[config.mk]
export PLATFORM = sky130hd
export DESIGN_NAME = sar_serial_core
export DESIGN_NICKNAME = d
export VERILOG_FILES = /design/src/rtl/sar_serial_pkg.sv /design/src/rtl/sar_seq.sv /design/src/rtl/sar_result.sv /design/src/rtl/sar_dout.sv /design/src/rtl/sar_serial_core.sv
export SDC_FILE = /design/constraint.sdc
export NUM_CORES = 1
export LEC_CHECK = 0
export BUFFER_PORTS_ARGS = -buffer_cell sky130_fd_sc_hd__buf_4
export CORE_ASPECT_RATIO = 1.75
export CORE_MARGIN = 3
export CORE_UTILIZATION = 40
export DETAILED_ROUTE_END_ITERATION = 10
export HOLD_SLACK_MARGIN = 0.05
export PLACE_DENSITY_LB_ADDON = 0.15
export SLEW_MARGIN = 20
export SYNTH_ARGS = -nofsm -noshare
export SYNTH_HDL_FRONTEND = slang
export SYNTH_SLANG_ARGS = --single-unit
export TNS_END_PERCENT = 5
[constraint.sdc]
create_clock -name clk -period 3.2 [get_ports clk]
set_input_delay 0.64 -clock clk [delete_from_list [all_inputs] [get_ports clk]]
set_output_delay 0.64 -clock clk [all_outputs]
set_load 0.1 [all_outputs]
[src/rtl/sar_serial_pkg.sv]
// Package: sequencer state shared by the serial converter core modules.
package sar_serial_pkg;

    // Transaction phases, advanced on rising edges of the serial clock.
    typedef enum logic [2:0] {
        ST_WAIT   = 3'd0,  // select low, looking for the start marker
        ST_ADDR   = 3'd1,  // collecting channel address bits
        ST_SETTLE = 3'd2,  // one clock for the analog switches to settle
        ST_CONV   = 3'd3,  // successive-approximation trials
        ST_HOLD   = 3'd4,  // output parked on bit 0 while hold is high
        ST_SHIFT  = 3'd5,  // reversed-order stream, bits 1 upward
        ST_TAIL   = 3'd6   // output driven low until select rises
    } seq_state_t;

endpackage

[src/rtl/sar_seq.sv]
// Module: sar_seq
// Rising-edge sequencer. It finds the start marker, collects the channel
// address, and walks the trial and output bit index.
// Assumes: cs_n high clears the whole transaction at the next rising edge;
// ADDR_W lies between 2 and 4.
module sar_seq
    import sar_serial_pkg::*;
#(
    parameter int ADDR_W = 4,
    parameter int RES_W  = 8,
    parameter bit HAS_SE = 1'b1
) (
    input  logic                       clk,
    input  logic                       rst_n,
    input  logic                       cs_n,
    input  logic                       di,
    input  logic                       shift_hold,
    input  logic                       busy,
    output seq_state_t                 state,
    output logic [$clog2(RES_W)-1:0]   idx,
    output logic [ADDR_W-1:0]          mux_addr
);
    localparam int IDX_W  = $clog2(RES_W);
    localparam int ACNT_W = (ADDR_W > 2) ? $clog2(ADDR_W) : 1;
    localparam logic [IDX_W-1:0]  IDX_TOP  = IDX_W'(RES_W - 1);
    localparam logic [IDX_W-1:0]  IDX_ONE  = IDX_W'(1);
    localparam logic [ACNT_W-1:0] ACNT_END = ACNT_W'(ADDR_W - 1);

    logic              hold_en;
    logic [ACNT_W-1:0] acnt;

    // Select the hold behaviour: wired to the pin or tied off.
    generate
        if (HAS_SE) begin : g_hold_pin
            assign hold_en = shift_hold;
        end else begin : g_hold_none
            assign hold_en = 1'b0;
        end
    endgenerate

    // Advance the transaction phase, the address shifter and the bit index.
    always_ff @(posedge clk) begin
        if (!rst_n || cs_n) begin
            state    <= ST_WAIT;
            idx      <= '0;
            acnt     <= '0;
            mux_addr <= '0;
        end else begin
            case (state)
                ST_WAIT: begin
                    if (di) begin
                        state    <= ST_ADDR;
                        acnt     <= '0;
                        mux_addr <= '0;
                    end
                end
                ST_ADDR: begin
                    mux_addr <= {mux_addr[ADDR_W-2:0], di};
                    acnt     <= acnt + ACNT_W'(1);
                    if (acnt == ACNT_END) begin
                        state <= ST_SETTLE;
                    end
                end
                ST_SETTLE: begin
                    state <= ST_CONV;
                    idx   <= IDX_TOP;
                end
                ST_CONV: begin
                    if (idx == '0) begin
                        state <= hold_en ? ST_HOLD : ST_SHIFT;
                        idx   <= IDX_ONE;
                    end else begin
                        idx <= idx - IDX_W'(1);
                    end
                end
                ST_HOLD: begin
                    if (!hold_en) begin
                        state <= ST_SHIFT;
                        idx   <= IDX_ONE;
                    end
                end
                ST_SHIFT: begin
                    if (idx == IDX_TOP) begin
                        state <= ST_TAIL;
                    end else begin
                        idx <= idx + IDX_W'(1);
                    end
                end
                default: begin
                    state <= ST_TAIL;
                end
            endcase
        end
    end

    // The address must not move while a conversion runs.
    AST_ADDR_FROZEN_BUSY: assert property (@(posedge clk) disable iff (!rst_n || cs_n)
        busy |=> $stable(mux_addr));

endmodule

[src/rtl/sar_result.sv]
// Module: sar_result
// Keeps the decided result bits, written on falling edges from the
// comparator, and forms the trial code for the DAC.
// Assumes: the comparator answer is settled by the falling edge that
// follows the rising edge that applied the trial code.
module sar_result
    import sar_serial_pkg::*;
#(
    parameter int RES_W = 8
) (
    input  logic                       clk,
    input  logic                       rst_n,
    input  seq_state_t                 state,
    input  logic [$clog2(RES_W)-1:0]   idx,
    input  logic                       cmp_above,
    output logic [RES_W-1:0]           result,
    output logic [RES_W-1:0]           trial_code
);
    localparam int IDX_W = $clog2(RES_W);

    logic in_conv;
    assign in_conv = (state == ST_CONV);

    // Record each decision; clear the result outside a transaction.
    always_ff @(negedge clk) begin
        if (!rst_n) begin
            result <= '0;
        end else if (in_conv) begin
            result[idx] <= cmp_above;
        end else if (state == ST_WAIT || state == ST_ADDR || state == ST_SETTLE) begin
            result <= '0;
        end
    end

    // Trial bit i: decided value above the index, set at it, clear below.
    generate
        for (genvar i = 0; i < RES_W; i++) begin : g_trial
            assign trial_code[i] = in_conv &&
                ((IDX_W'(i) > idx) ? result[i] : (IDX_W'(i) == idx));
        end
    endgenerate

endmodule

[src/rtl/sar_dout.sv]
// Module: sar_dout
// Falling-edge output stage. It drives the serial data, its enable and
// the busy flag from the phase the sequencer is in.
// Assumes: the sequencer phase changes only on rising edges.
module sar_dout
    import sar_serial_pkg::*;
#(
    parameter int RES_W = 8
) (
    input  logic                       clk,
    input  logic                       rst_n,
    input  seq_state_t                 state,
    input  logic [$clog2(RES_W)-1:0]   idx,
    input  logic                       cmp_above,
    input  logic [RES_W-1:0]           result,
    output logic                       do_q,
    output logic                       oe_q,
    output logic                       busy_q
);

    // Choose the output bit, enable and busy for the coming half cycle.
    always_ff @(negedge clk) begin
        if (!rst_n) begin
            do_q   <= 1'b0;
            oe_q   <= 1'b0;
            busy_q <= 1'b0;
        end else begin
            case (state)
                ST_SETTLE: begin
                    do_q   <= 1'b0;
                    oe_q   <= 1'b1;
                    busy_q <= 1'b1;
                end
                ST_CONV: begin
                    do_q   <= cmp_above;
                    oe_q   <= 1'b1;
                    busy_q <= 1'b1;
                end
                ST_HOLD: begin
                    do_q   <= result[0];
                    oe_q   <= 1'b1;
                    busy_q <= 1'b0;
                end
                ST_SHIFT: begin
                    do_q   <= result[idx];
                    oe_q   <= 1'b1;
                    busy_q <= 1'b0;
                end
                ST_TAIL: begin
                    do_q   <= 1'b0;
                    oe_q   <= 1'b1;
                    busy_q <= 1'b0;
                end
                default: begin
                    do_q   <= 1'b0;
                    oe_q   <= 1'b0;
                    busy_q <= 1'b0;
                end
            endcase
        end
    end

    // Once in the tail phase, the output must read low.
    AST_TAIL_DRIVES_LOW: assert property (@(posedge clk) disable iff (!rst_n)
        (state == ST_TAIL && oe_q) |-> !do_q);

endmodule

[src/rtl/sar_serial_core.sv]
// Module: sar_serial_core (top)
// Serial-port successive-approximation converter control: start and
// address capture, eight trials against an external comparator, and the
// two-order result stream on a tri-stateable output.
// Assumes: the DAC and comparator settle within half a serial clock.
module sar_serial_core
    import sar_serial_pkg::*;
#(
    parameter int ADDR_W = 4,
    parameter bit HAS_SE = 1'b1
) (
    input  logic              clk,
    input  logic              rst_n,
    input  logic              cs_n,
    input  logic              di,
    input  logic              shift_hold,
    input  logic              cmp_above,
    output logic              sdo,
    output logic              sdo_oe,
    output logic              busy,
    output logic [ADDR_W-1:0] mux_addr,
    output logic [7:0]        trial_code
);
    localparam int RES_W = 8;
    localparam int IDX_W = $clog2(RES_W);

    seq_state_t        state;
    logic [IDX_W-1:0]  idx;
    logic [RES_W-1:0]  result;
    logic              oe_q;

    sar_seq #(.ADDR_W(ADDR_W), .RES_W(RES_W), .HAS_SE(HAS_SE)) u_seq (
        .clk        (clk),
        .rst_n      (rst_n),
        .cs_n       (cs_n),
        .di         (di),
        .shift_hold (shift_hold),
        .busy       (busy),
        .state      (state),
        .idx        (idx),
        .mux_addr   (mux_addr)
    );

    sar_result #(.RES_W(RES_W)) u_result (
        .clk        (clk),
        .rst_n      (rst_n),
        .state      (state),
        .idx        (idx),
        .cmp_above  (cmp_above),
        .result     (result),
        .trial_code (trial_code)
    );

    sar_dout #(.RES_W(RES_W)) u_dout (
        .clk        (clk),
        .rst_n      (rst_n),
        .state      (state),
        .idx        (idx),
        .cmp_above  (cmp_above),
        .result     (result),
        .do_q       (sdo),
        .oe_q       (oe_q),
        .busy_q     (busy)
    );

    // Release the output at once when the select line rises.
    assign sdo_oe = oe_q & ~cs_n;

    AST_TRIAL_ONLY_BUSY: assert property (@(posedge clk) disable iff (!rst_n)
        (trial_code != 8'h00) |-> busy);

    AST_BUSY_RISES_FROM_SETTLE: assert property (@(posedge clk) disable iff (!rst_n)
        $rose(busy) |-> (state == ST_SETTLE));

    AST_SELECT_HIGH_CLEARS: assert property (@(posedge clk) disable iff (!rst_n)
        cs_n |=> (!busy && !oe_q && trial_code == 8'h00));

endmodule

==> results.cfg <==
[setup_path]
slowest_delay_ps = 370
crit_path_start_kind = flip-flop
worst-path-buf-inv = 1
end_kind = output pin
criticalPathCategory = reg -> out
critPathRequiredTime_ps = 2560
crit_fanout = 3
crit_chain = a21oi_4 -> a211oi_4 -> buf_12
cp_data_arrival_time_ps = 2760
crit_family = flip-flops
critPathSlowestCell = dfxtp_4

[power_and_ir_drop]
ir_drop_uv = 377.4
p_seq_frac = 0.521
p_leak_nw = 0.7311
p_sw_frac = 0.2706
power_frac_clock = 0.435
pwr-share-comb = 0.044
power.density_nw_per_um2 = 280.0
finalPower_mw = 0.5533
power.switching_mw = 0.1497
internal_power_mw = 0.4036

[yosys]
synth_cell_type_count = 39
ys_seq_area_frac = 0.3289
synth_nets = 190
syn_area_per_cell_um2 = 7.910
synthCells = 177
syn_area_um2 = 1400
yosys_warnings = 0
ys_ff_latch = 23
synth_top_area_cell = dfxtp_1
synth_top_area_frac = 0.3289
synth.area.top_cells = dfxtp_1, a21oi_1, ha_1, nor2_1, mux2i_1

[worst_hold_path]
hold_path_class = reg -> reg

[sta]
slew_headroom = 0.5705
finClkSkew_ps = 64.03
drv_slew = 0
final.setup.tns_ps = -1249
tightest_slew_ps = 639.3
setup_viol = 9
setup_ws_ps = -200.9
finalHoldViolations = 0
rsz0062_at_grt = yes

[placement]
hpwl_mm = 2.958
place_congestion = 0.9160
io_buffers = 20

[global_routing]
grt_pass1_vias = 1546
track_usage = 0.2091
antenna_found_initial = 0
grt_start_max_net_pins = 16
grt_pass1_wl_mm = 6.948
grt.overflow.total = 0

[route]
avgRoutedWirePerCell_um = 15.11
met1_length_mm = 1.440
met3_length_um = 115
top_layer = met4
drt-initial-drc-count = 28
dr_total_vias = 1457
dr.pass1.iters = 4
ant_nets = 0
wl_met2_mm = 2.230
routed_via_density = 5.561
wl_mm = 3.960
drc = 0

[die]
rows = 27
io_pins = 21
dieArea_um2 = 4274
core_area_um2 = 3243
die_h_um = 84.27
start_util = 0.4317
chipWidth_um = 50.72

[clock_tree]
clkTransAtPathRegs_ps = 30
clock_path_buffers = 2
clkSinkCount = 23
ctsHoldBuffers = 0
clkLatencyLatePin_ps = 340
htree_num_levels = 1
cts_setup_buffers = 0
clockRootBuffer = clkbuf_8
cts_buffers = 3
cts_tree = done

[finish]
synthToLayoutAreaGrowth_pct = 41.11
num-nets-final = 233
drive_gt1_frac = 0.3014
antenna_cells = 0

[run_status]
status = finished, violations left
violations = setup timing

[flow_run]
cap_violations = 0
cells in the final DEF (no fill, tap or decap), drive strengths merged, types with 2 or more instances in the layout:
cell type	Yosys	final
nand3b	3	3
o211ai	4	4
or3	5	5
nand2b	4	4
a22oi	6	6
o311ai	4	4
or4	4	4
nand2	7	7
o22ai	2	2
dfxtp	23	23
a21oi	24	24
a211oi	4	4
nor2b	5	5
clkbuf	3	3
o21ai	3	3
nor3	6	6
ha	7	7
inv	8	18
nand3	5	5
mux2i	5	5
buf	10	41
nor2	23	23
power by group through the flow:
stage / registers, mW / clock network (mW) / logic, mW
detailed placement: 0.295 / 0.0231 / 0.0237
floorplan: 0.296 / 0.0231 / 0.0135
global placement: 0.295 / 0.0231 / 0.0237
global route: 0.288 / 0.269 / 0.0271
CTS: 0.288 / 0.248 / 0.0242
finish: 0.288 / 0.241 / 0.0241
sequential cells by signal, indices dropped and copies added, names as in the netlist:
register	cells
u_result.result	8
u_seq.mux_addr	4
u_seq.idx	3
u_seq.state	3
u_seq.acnt	2
u_dout.busy_q	1
u_dout.do_q	1
u_dout.oe_q	1
kinds of logic after synthesis:
logic type      after synthesis  share of synthesized area
compound gates               54                     0.2502
fa+ha+maj                     7                    0.06255
buf+inv                      21                    0.07150
flops                        23                     0.3289
mux                           6                    0.04379
simple gates                 66                     0.2431
worst min-delay path: stages (launching register included):
cell	delay, ps
dfxtp_2	330
o311ai_0	80
a21oi_1	70
final timing paths:
kind,startpoint,cells past startpoint,end,slack (ps)
hold reg to reg,u_result.result[1],2,u_result.result[1],530
setup / recovery,u_result.result[5],3,trial_code[5],-200
setup reg to reg,u_seq.idx[0],5,u_result.result[0],190
hold / removal,u_result.result[1],2,u_result.result[1],530
synthesized netlist by cell type:
cell type	instances
o21a_1	1
a32oi_1	1
buf_4	1
dfxtp_1	23
o21ai_0	2
ha_1	7
o41ai_1	1
and3_1	1
nand2_1	7
nor3b_1	1
nor2b_1	5
buf_2	8
o311ai_0	4
nor2_1	23
o211ai_1	4
o22ai_1	2
nor3_1	6
a21o_2	1
a21oi_2	1
nand3b_1	3
nand2b_1	4
nand3_1	4
or3_1	5
o32a_1	1
inv_1	8
or4_1	4
buf_6	1
mux2i_1	5
a21oi_1	23
o21ai_1	1
and2b_1	1
mux2_2	1
a31oi_1	1
clkbuf_1	3
a211oi_1	4
nand3_2	1
a22oi_1	6
nor4_1	1
a2111oi_0	1
per-layer routing:
| metal | vias to the layer above | global-route usage |
|---|---|---|
| li1 | 727 | - |
| met1 | 671 | 0.2046 |
| met2 | 46 | 0.3964 |
| met3 | 13 | 0.02309 |
| met4 | 0 | 0.1299 |
| met5 | - | 0 |
stage by stage:
step	utilization	hold slack [ps]	area [µm²]	worst slack (ps)	std cells
floorplan	-	480.1	1450	-265.5	177
global route	0.6092	572.6	1976	-242.9	262
detailed placement	0.5370	522.8	1742	-19.12	248
finish	0.6092	533.0	1976	-200.9	262
CTS	0.6073	532.5	1969	-194.5	262
global placement	0.5370	498.4	1742	-4.710	248
final cells by class:
type	instances	area (µm²)
Inverter	7	26.28
Sequential cell	23	470.5
Tap cell	43	53.80
Fill cell	294	1267
Multi-Input combinational cell	133	909.6
Timing Repair Buffer	41	424.2
Clock inverter	12	50.05
Clock buffer	3	41.29
what timing repair did:
| item | 4_1_cts | 5_1_grt |
|---|---|---|
| resized for setup | 37 | 3 |
| setup endpoints to repair | 9 | 15 |
| pin swaps | 1 | 0 |
Note: power is estimated with default switching activity, not from simulation.
